### config.mk
export PLATFORM = sky130hd
export DESIGN_NAME = cfg_addr_xlate
export DESIGN_NICKNAME = d
export VERILOG_FILES = /design/src/rtl/cax_pkg.sv /design/src/rtl/cax_sel_enc.sv /design/src/rtl/cax_addr_build.sv /design/src/rtl/cax_ctrl.sv /design/src/rtl/cfg_addr_xlate.sv
export SDC_FILE = /design/constraint.sdc
export NUM_CORES = 1
export LEC_CHECK = 0
export BUFFER_PORTS_ARGS = -buffer_cell sky130_fd_sc_hd__clkbuf_2
export CORE_ASPECT_RATIO = 0.75
export CORE_UTILIZATION = 43
export CTS_BUF_LIST = sky130_fd_sc_hd__clkbuf_4 sky130_fd_sc_hd__clkbuf_8
export CTS_CLUSTER_DIAMETER = 30
export DETAILED_ROUTE_END_ITERATION = 16
export HOLD_SLACK_MARGIN = 0.03
export MAX_ROUTING_LAYER = met4
export PLACE_DENSITY = 0.84
export SLEW_MARGIN = 20
export SYNTH_ARGS = -nofsm -noshare
export SYNTH_HDL_FRONTEND = slang
export SYNTH_SLANG_ARGS = --single-unit
### constraint.sdc
create_clock -name clk -period 1.8 [get_ports clk]
set_input_delay 0 -clock clk [delete_from_list [all_inputs] [get_ports clk]]
set_output_delay 0 -clock clk [all_outputs]
set_load 0.02 [all_outputs]
### src/rtl/cax_pkg.sv
// Shared types and helpers for the configuration address translator.
// Assumes 32-bit data and a 16-bit CPU offset inside the window.
package cax_pkg;
    localparam int DATA_W = 32;
    localparam int OFS_W  = 16;
    localparam int BUS_W  = 8;
    localparam int DEV_W  = 5;
    localparam int FN_W   = 3;
    localparam int REG_W  = 8;

    typedef enum logic [1:0] {
        SZ_B1  = 2'd0,
        SZ_B2  = 2'd1,
        SZ_B4  = 2'd2,
        SZ_B4X = 2'd3
    } xfer_size_e;

    // All-ones data pattern restricted to the access width.
    function automatic logic [DATA_W-1:0] ones_for(input logic [1:0] sz);
        case (sz)
            SZ_B1:   ones_for = 32'h0000_00FF;
            SZ_B2:   ones_for = 32'h0000_FFFF;
            default: ones_for = 32'hFFFF_FFFF;
        endcase
    endfunction
endpackage

### src/rtl/cax_sel_enc.sv
// Lowest-set-bit encoder for the one-hot select field.
// Assumes DEV_W bits can hold SEL_W-1. Output pos is 0 when the field is empty.
module cax_sel_enc #(
    parameter int SEL_W = 21,
    parameter int DEV_W = 5
) (
    input  logic [SEL_W-1:0] sel,
    output logic [DEV_W-1:0] pos,
    output logic             empty
);
    // found[i]: some bit below i is set
    logic [SEL_W:0] found;

    assign found[0] = 1'b0;

    // Prefix chain marking where the first set bit has been passed.
    for (genvar i = 0; i < SEL_W; i++) begin : g_chain
        assign found[i+1] = found[i] | sel[i];
    end

    // Pick the single position whose bit is set with nothing below it.
    always_comb begin
        pos = '0;
        for (int i = 0; i < SEL_W; i++) begin
            if (sel[i] && !found[i]) pos = DEV_W'(i);
        end
    end

    assign empty = ~found[SEL_W];
endmodule

### src/rtl/cax_addr_build.sv
// Combinational translation of window offset plus page into a type-0
// configuration address. Assumes the select field starts at bit 11.
module cax_addr_build
    import cax_pkg::*;
#(
    parameter int SEL_LSB = 11
) (
    input  logic [OFS_W-1:0]  ofs,
    input  logic [OFS_W-1:0]  page,
    input  logic [BUS_W-1:0]  bus,
    output logic [DATA_W-1:0] xaddr,
    output logic              sel_empty
);
    localparam int IA_W  = 2 * OFS_W;
    localparam int SEL_W = IA_W - SEL_LSB;
    localparam int PAD_W = DATA_W - 1 - BUS_W - DEV_W - FN_W - REG_W;

    logic [IA_W-1:0]  inter;
    logic [DEV_W-1:0] dev;

    // Intermediate address: page above, CPU offset below.
    assign inter = {page, ofs};

    cax_sel_enc #(.SEL_W(SEL_W), .DEV_W(DEV_W)) u_enc (
        .sel   (inter[IA_W-1:SEL_LSB]),
        .pos   (dev),
        .empty (sel_empty)
    );

    // Pack enable, bus, device, function and register.
    assign xaddr = {1'b1, {PAD_W{1'b0}}, bus, dev,
                    inter[REG_W+FN_W-1:REG_W], inter[REG_W-1:0]};
endmodule

### src/rtl/cax_ctrl.sv
// Handshake and response sequencing: accepts one access, presents the
// cycle and the response in the following clock. Assumes the target
// returns read data combinationally while cfg_valid is high.
module cax_ctrl
    import cax_pkg::*;
(
    input  logic              clk,
    input  logic              rst_n,
    input  logic              req_valid,
    output logic              req_ready,
    input  logic [1:0]        req_size,
    input  logic              req_write,
    input  logic [DATA_W-1:0] req_wdata,
    input  logic              win_off,
    input  logic [DATA_W-1:0] xaddr,
    input  logic              sel_empty,
    output logic              rsp_valid,
    output logic [DATA_W-1:0] rsp_rdata,
    output logic              cfg_valid,
    output logic [DATA_W-1:0] cfg_addr,
    output logic              cfg_write,
    output logic [1:0]        cfg_size,
    output logic [DATA_W-1:0] cfg_wdata,
    input  logic [DATA_W-1:0] cfg_rdata,
    output logic              abort_clr,
    output logic              err_flag
);
    logic              pend_q;
    logic              issue_q;
    logic              rd_q;
    logic [DATA_W-1:0] mask_q;
    logic              accept;
    logic              issue;

    assign accept = req_valid & req_ready;
    assign issue  = accept & ~win_off & ~sel_empty;

    // Response slot: one cycle after every accepted access.
    always_ff @(posedge clk) begin
        if (!rst_n) begin
            pend_q  <= 1'b0;
            issue_q <= 1'b0;
            rd_q    <= 1'b0;
            mask_q  <= '0;
        end else begin
            pend_q  <= accept;
            issue_q <= issue;
            if (accept) begin
                rd_q   <= ~req_write;
                mask_q <= ones_for(req_size);
            end
        end
    end

    // Cycle attributes captured at acceptance.
    always_ff @(posedge clk) begin
        if (!rst_n) begin
            cfg_addr  <= '0;
            cfg_write <= 1'b0;
            cfg_size  <= SZ_B1;
            cfg_wdata <= '0;
        end else if (issue) begin
            cfg_addr  <= xaddr;
            cfg_write <= req_write;
            cfg_size  <= req_size;
            cfg_wdata <= req_write ? req_wdata : '0;
        end
    end

    // Sticky error: empty select on an enabled window.
    always_ff @(posedge clk) begin
        if (!rst_n)                                   err_flag <= 1'b0;
        else if (accept && !win_off && sel_empty)     err_flag <= 1'b1;
    end

    assign req_ready = ~pend_q;
    assign rsp_valid = pend_q;
    assign cfg_valid = issue_q;
    assign abort_clr = issue_q;

    // Read data: target data on issued reads, width-masked ones otherwise.
    always_comb begin
        rsp_rdata = '0;
        if (pend_q && rd_q) rsp_rdata = issue_q ? cfg_rdata : mask_q;
    end
endmodule

### src/rtl/cfg_addr_xlate.sv
// Top level: downstream configuration window to type-0 cycle translator.
// Assumes bus_num, win_hi and win_off are stable around each access.
module cfg_addr_xlate (
    input  logic        clk,
    input  logic        rst_n,
    input  logic        req_valid,
    output logic        req_ready,
    input  logic [15:0] req_addr,
    input  logic [1:0]  req_size,
    input  logic        req_write,
    input  logic [31:0] req_wdata,
    input  logic [15:0] win_hi,
    input  logic        win_off,
    input  logic [7:0]  bus_num,
    output logic        rsp_valid,
    output logic [31:0] rsp_rdata,
    output logic        cfg_valid,
    output logic [31:0] cfg_addr,
    output logic        cfg_write,
    output logic [1:0]  cfg_size,
    output logic [31:0] cfg_wdata,
    input  logic [31:0] cfg_rdata,
    output logic        abort_clr,
    output logic        err_flag
);
    logic [31:0] xaddr;
    logic        sel_empty;

    cax_addr_build #(.SEL_LSB(11)) u_build (
        .ofs       (req_addr),
        .page      (win_hi),
        .bus       (bus_num),
        .xaddr     (xaddr),
        .sel_empty (sel_empty)
    );

    cax_ctrl u_ctrl (
        .clk       (clk),
        .rst_n     (rst_n),
        .req_valid (req_valid),
        .req_ready (req_ready),
        .req_size  (req_size),
        .req_write (req_write),
        .req_wdata (req_wdata),
        .win_off   (win_off),
        .xaddr     (xaddr),
        .sel_empty (sel_empty),
        .rsp_valid (rsp_valid),
        .rsp_rdata (rsp_rdata),
        .cfg_valid (cfg_valid),
        .cfg_addr  (cfg_addr),
        .cfg_write (cfg_write),
        .cfg_size  (cfg_size),
        .cfg_wdata (cfg_wdata),
        .cfg_rdata (cfg_rdata),
        .abort_clr (abort_clr),
        .err_flag  (err_flag)
    );
endmodule

==> flow_summary.html <==
<table>
<tr><th>Metric</th><th>Value</th></tr>
<tr><th colspan="2">Status</th></tr>
<tr><td>Run status</td><td>finished, final reports clean</td></tr>
<tr><th colspan="2">Clock tree</th></tr>
<tr><td>TritonCTS clock tree</td><td>done</td></tr>
<tr><td>Clock-pin transition on the worst setup and hold timing paths</td><td>0.08 ns</td></tr>
<tr><td>Clk Tree Root Cell</td><td>sky130_fd_sc_hd__clkbuf_8</td></tr>
<tr><td>TritonCTS Buffers</td><td>9</td></tr>
<tr><td>Bufs on Longest Clock Path</td><td>2</td></tr>
<tr><td>H-tree depth</td><td>3</td></tr>
<tr><td>Clock latency on the worst-skew pair</td><td>0.35 ns</td></tr>
<tr><td>CTS Sinks</td><td>67</td></tr>
<tr><th colspan="2">Timing</th></tr>
<tr><td>Final number of max-transition violations</td><td>0</td></tr>
<tr><td>Fin worst setup slack</td><td>0.0533 ns</td></tr>
<tr><td>Worst setup skew after layout</td><td>0.0149 ns</td></tr>
<tr><td>Number of hold violations in the final report</td><td>0</td></tr>
<tr><td>Post-route clock period utilization</td><td>97.0%</td></tr>
<tr><td>Worst rel slew slack</td><td>52.6%</td></tr>
<tr><td>Number of failing setup endpoints in the final timing report</td><td>0</td></tr>
<tr><td>Post-route minimum period</td><td>1.75 ns</td></tr>
<tr><td>Slew at the pin closest to its max-slew limit</td><td>0.710 ns</td></tr>
<tr><td>Final total negative setup slack</td><td>0 ns</td></tr>
<tr><td>Post-Route Hold Slack</td><td>0.0649 ns</td></tr>
<tr><td>Maximum operating frequency</td><td>0.573 GHz</td></tr>
<tr><th colspan="2">Setup path</th></tr>
<tr><td>Largest fanout on the critical path</td><td>22</td></tr>
<tr><td>Endpoint of the most critical register-to-register path</td><td>u_ctrl.cfg_wdata[18]$_SDFFE_PN0P_</td></tr>
<tr><td>Count of buffer and inverter cells on the critical path</td><td>1</td></tr>
<tr><td>Startpoint of the most critical register-to-register path</td><td>u_ctrl.rsp_valid$_SDFF_PN0_</td></tr>
<tr><td>Capturing element type of the critical path</td><td>flip-flop</td></tr>
<tr><td>Length in cells of the worst reg-to-reg path</td><td>6</td></tr>
<tr><td>Crit-path cells</td><td>nor2b_1, and2b_1, o21a_4, buf_12, nand3_1, a21oi_1</td></tr>
<tr><td>Critical-path cell with the highest stage delay</td><td>sky130_fd_sc_hd__dfxtp_1</td></tr>
<tr><td>Critical path required time</td><td>2.07 ns</td></tr>
<tr><td>Critical path type</td><td>reg2reg</td></tr>
<tr><td>Critical path arrival</td><td>2.02 ns</td></tr>
<tr><td>Setup slack of the worst register-to-register path</td><td>0.05 ns</td></tr>
<tr><td>Stage delay of the slowest cell on the critical path</td><td>0.34 ns</td></tr>
<tr><td>Largest delay contributor family on the critical path</td><td>simple AND/OR/NAND/NOR gates</td></tr>
<tr><td>Startpoint type of the worst setup path</td><td>flip-flop</td></tr>
<tr><th colspan="2">Job</th></tr>
<tr><td>Maximum capacitance violations</td><td>0</td></tr>
<tr><th colspan="2">Yosys</th></tr>
<tr><td>Cell types occupying the most area after synthesis</td><td>sky130_fd_sc_hd__dfxtp_1, sky130_fd_sc_hd__a21oi_1, sky130_fd_sc_hd__nand2_1, sky130_fd_sc_hd__nand3_1, sky130_fd_sc_hd__nor4_4</td></tr>
<tr><td>Cell count after synthesis</td><td>417</td></tr>
<tr><td>Proportion of synthesized chip area in sequential cells</td><td>43.7%</td></tr>
<tr><td>Avg Synthesized Cell Area</td><td>7.36 sq um</td></tr>
<tr><td>Count of yosys warnings during synthesis</td><td>0</td></tr>
<tr><td>Post-Synth Adder-Cell Area</td><td>0%</td></tr>
<tr><td>Ys flop type</td><td>sky130_fd_sc_hd__dfxtp_1</td></tr>
<tr><td>Synthesized-area fraction occupied by xor and xnor cells</td><td>0%</td></tr>
<tr><td>Synth Register Bits</td><td>67</td></tr>
<tr><td>Simple-gate area share of the yosys netlist</td><td>28.3%</td></tr>
<tr><td>Leading area contributor after synthesis</td><td>sky130_fd_sc_hd__dfxtp_1</td></tr>
<tr><td>Area share of the largest cell type after synthesis</td><td>43.7%</td></tr>
<tr><td>Post-synth EDFFs</td><td>0</td></tr>
<tr><td>Fraction of synthesis flops using an asynchronous set or reset pin</td><td>0%</td></tr>
<tr><td>Combinational family with the most area after synthesis</td><td>simple AND/OR/NAND/NOR gates</td></tr>
<tr><td>Fraction of synthesized area in multiplexers</td><td>0.326%</td></tr>
<tr><td>Number of distinct library cell variants in the gate-level netlist after synthesis</td><td>35</td></tr>
<tr><td>Synth Area in Compound Gates</td><td>19.2%</td></tr>
<tr><td>Netlist area before placement</td><td>3070 sq um</td></tr>
<tr><th colspan="2">Place</th></tr>
<tr><td>DPL Wire Length</td><td>6700 um</td></tr>
<tr><td>Input/output buffers</td><td>207</td></tr>
<tr><td>Gp weighted congestion</td><td>0.892</td></tr>
<tr><td>Pre-CTS setup slack</td><td>0.178 ns</td></tr>
<tr><td>Post-placement cell area</td><td>4160 sq um</td></tr>
<tr><td>Placed instance count</td><td>696</td></tr>
<tr><th colspan="2">Floorplanning</th></tr>
<tr><td>Initial cell density of the core</td><td>44.7%</td></tr>
<tr><td>I/O pin total</td><td>215</td></tr>
<tr><td>Die span in y</td><td>75.2 um</td></tr>
<tr><td>Area of the placeable core</td><td>6860 sq um</td></tr>
<tr><td>Row Count</td><td>26</td></tr>
<tr><td>Width of the chip</td><td>99.6 um</td></tr>
<tr><td>Die footprint</td><td>7490 sq um</td></tr>
<tr><th colspan="2">Drt</th></tr>
<tr><td>Remaining DRCs</td><td>0</td></tr>
<tr><td>Via count of the routed design</td><td>3972</td></tr>
<tr><td>Drt pass-1 iters</td><td>5</td></tr>
<tr><td>Final routed wirelength across all metal layers</td><td>11300 um</td></tr>
<tr><td>DRC marker count from the first detailed-route iteration</td><td>197</td></tr>
<tr><td>Post-DR wirelength/cell</td><td>14.5 um</td></tr>
<tr><td>Antenna violation net count after detailed routing</td><td>0</td></tr>
<tr><td>DR vias/cell</td><td>5.12</td></tr>
<tr><th colspan="2">Pwr</th></tr>
<tr><td>Part of the power in registers</td><td>42.1%</td></tr>
<tr><td>Total power draw</td><td>3.74 mW</td></tr>
<tr><td>LEAKAGE</td><td>2.29 nW</td></tr>
<tr><td>Peak VDD IR</td><td>0.624 mV</td></tr>
<tr><td>Switching share of power</td><td>27.3%</td></tr>
<tr><td>Power Internal</td><td>2.72 mW</td></tr>
<tr><td>Part of the power in combinational logic</td><td>18.7%</td></tr>
<tr><td>Power density over cell area</td><td>735 nW/um^2</td></tr>
<tr><td>Switch Pwr</td><td>1.02 mW</td></tr>
<tr><td>Proportion of power drawn by the clock network</td><td>39.2%</td></tr>
<tr><th colspan="2">GRT</th></tr>
<tr><td>Number of antenna violations at the first check in global routing</td><td>0</td></tr>
<tr><td>Global routing usage summed across all routing layers</td><td>29.1%</td></tr>
<tr><td>Wire length of the first global-routing pass</td><td>16500 um</td></tr>
<tr><td>Maximum number of pins on one net before global-route repair</td><td>52</td></tr>
<tr><td>Remaining Overflow, GRT</td><td>0</td></tr>
<tr><td>Vias in the first global route</td><td>3665</td></tr>
<tr><th colspan="2">Final layout</th></tr>
<tr><td>Highest-count cells in the layout ignoring fill and taps</td><td>sky130_fd_sc_hd__clkbuf_2, sky130_fd_sc_hd__nand2_1, sky130_fd_sc_hd__a21oi_1, sky130_fd_sc_hd__dfxtp_1, sky130_fd_sc_hd__dlygate4sd3_1</td></tr>
<tr><td>Final non-filler cell area</td><td>5090 sq um</td></tr>
<tr><td>Final Net Count</td><td>784</td></tr>
<tr><td>Layout cells sized above 1</td><td>36.6%</td></tr>
<tr><td>Final non-filler cell total</td><td>776</td></tr>
<tr><td>Area added between synthesis and finish</td><td>65.8%</td></tr>
<tr><td>Combined area of the multi-input logic cells</td><td>1520 sq um</td></tr>
<tr><td>Reg area</td><td>1340 sq um</td></tr>
<tr><td>Post-layout utilization of the core</td><td>74.2%</td></tr>
<tr><td>Fill cells</td><td>502</td></tr>
<tr><td>Antenna cell count</td><td>0</td></tr>
<tr><td>Leading cell type in the layout, fill and taps excluded</td><td>sky130_fd_sc_hd__clkbuf_2</td></tr>
<tr><th colspan="2">Hold path</th></tr>
<tr><td>Hold Crit Depth</td><td>4</td></tr>
<tr><td>Hold Crit Start</td><td>req_addr[15]</td></tr>
<tr><td>Min-Delay Path Class</td><td>in2reg</td></tr>
<tr><td>Hold endpoint</td><td>u_ctrl.cfg_addr[14]$_SDFFE_PN0P_</td></tr>
</table>
## cell families (layout without fill, tap and decap cells)
family	after synthesis	in the layout
DFF	67	67
buffers and inverters	48	303
AOI/OAI and AO/OA	110	110
and+or+nand+nor	190	190
other	1	7
muxes	1	1
## what timing repair did
item	4_1_cts	5_1_grt
setup endpoints to repair	0	35
hold endpoints to repair	60	0
resized for setup	0	5
setup buffers	0	3
hold buffers	59	0
## cell usage after synthesis (3+ instances only)
cell type                  count
sky130_fd_sc_hd__a211oi_1      3
sky130_fd_sc_hd__nor2b_1       3
sky130_fd_sc_hd__o21ai_0       4
sky130_fd_sc_hd__a21oi_1      91
sky130_fd_sc_hd__nor3_1        4
sky130_fd_sc_hd__nand3_1      33
sky130_fd_sc_hd__buf_6         4
sky130_fd_sc_hd__buf_1         4
sky130_fd_sc_hd__nand2_1     115
sky130_fd_sc_hd__nor2_1       20
sky130_fd_sc_hd__buf_4        10
sky130_fd_sc_hd__clkbuf_1     17
sky130_fd_sc_hd__buf_2         8
sky130_fd_sc_hd__dfxtp_1      67
sky130_fd_sc_hd__nor4_4        4
sky130_fd_sc_hd__inv_1         4
sky130_fd_sc_hd__nand2b_1      4
## how the worst max path moves through the flow
stage | cells past startpoint | slack (ns) | start | to
global route | 6 | -0.02 | u_ctrl.rsp_valid$_SDFF_PN0_ | u_ctrl.cfg_wdata[18]$_SDFFE_PN0P_
finish | 6 | 0.05 | u_ctrl.rsp_valid$_SDFF_PN0_ | u_ctrl.cfg_wdata[18]$_SDFFE_PN0P_
floorplan | 8 | 0.22 | u_ctrl.rsp_valid$_SDFF_PN0_ | u_ctrl.cfg_addr[13]$_SDFFE_PN0P_
detailed placement | 6 | 0.18 | u_ctrl.rsp_valid$_SDFF_PN0_ | u_ctrl.cfg_wdata[21]$_SDFFE_PN0P_
global placement | 6 | 0.25 | u_ctrl.rsp_valid$_SDFF_PN0_ | u_ctrl.cfg_wdata[21]$_SDFFE_PN0P_
CTS | 9 | 0.09 | req_addr[12] | u_ctrl.cfg_write$_SDFFE_PN0P_
## area by class of cell
cell class              count  area share (%)
inverters                   5           0.369
flip-flops and latches     67            26.3
repair buffers            282            36.5
clock buffers              11            2.97
clock inverters             5            1.65
well taps                  98            2.41
multi-input cells         308            29.8
## metal layers
metal	routed length (um)	GRT usage, %	part of all wire [%]
met5	0	-	0
met3	1090	9.84	9.7
met2	5590	51.5	50
met4	366	13.7	3.2
met1	4210	29.8	37
## tightest hold or removal path, stage by stage
cell and delay [ns]:
sky130_fd_sc_hd__clkbuf_2 0.13, sky130_fd_sc_hd__nor4_4 0.07, sky130_fd_sc_hd__nand4_1 0.09, sky130_fd_sc_hd__a21oi_1 0.06
## power groups by stage
stage               Combinational, mW  Sequential (mW)  Clock [mW]
detailed placement              0.553             1.61           0
floorplan                       0.250             1.66           0
finish                          0.701             1.57        1.47
global route                    0.753             1.58        1.55
global placement                0.542             1.60           0
CTS                             0.653             1.57        1.47
## flip-flops by register name (all words and copies together), names as in the netlist
name / count
u_ctrl.abort_clr: 1
u_ctrl.cfg_addr: 25
u_ctrl.cfg_size: 2
u_ctrl.cfg_wdata: 32
u_ctrl.cfg_write: 1
u_ctrl.err_flag: 1
u_ctrl.mask_q: 3
u_ctrl.rd_q: 1
u_ctrl.rsp_valid: 1
Power figures use the tool's default switching activity.
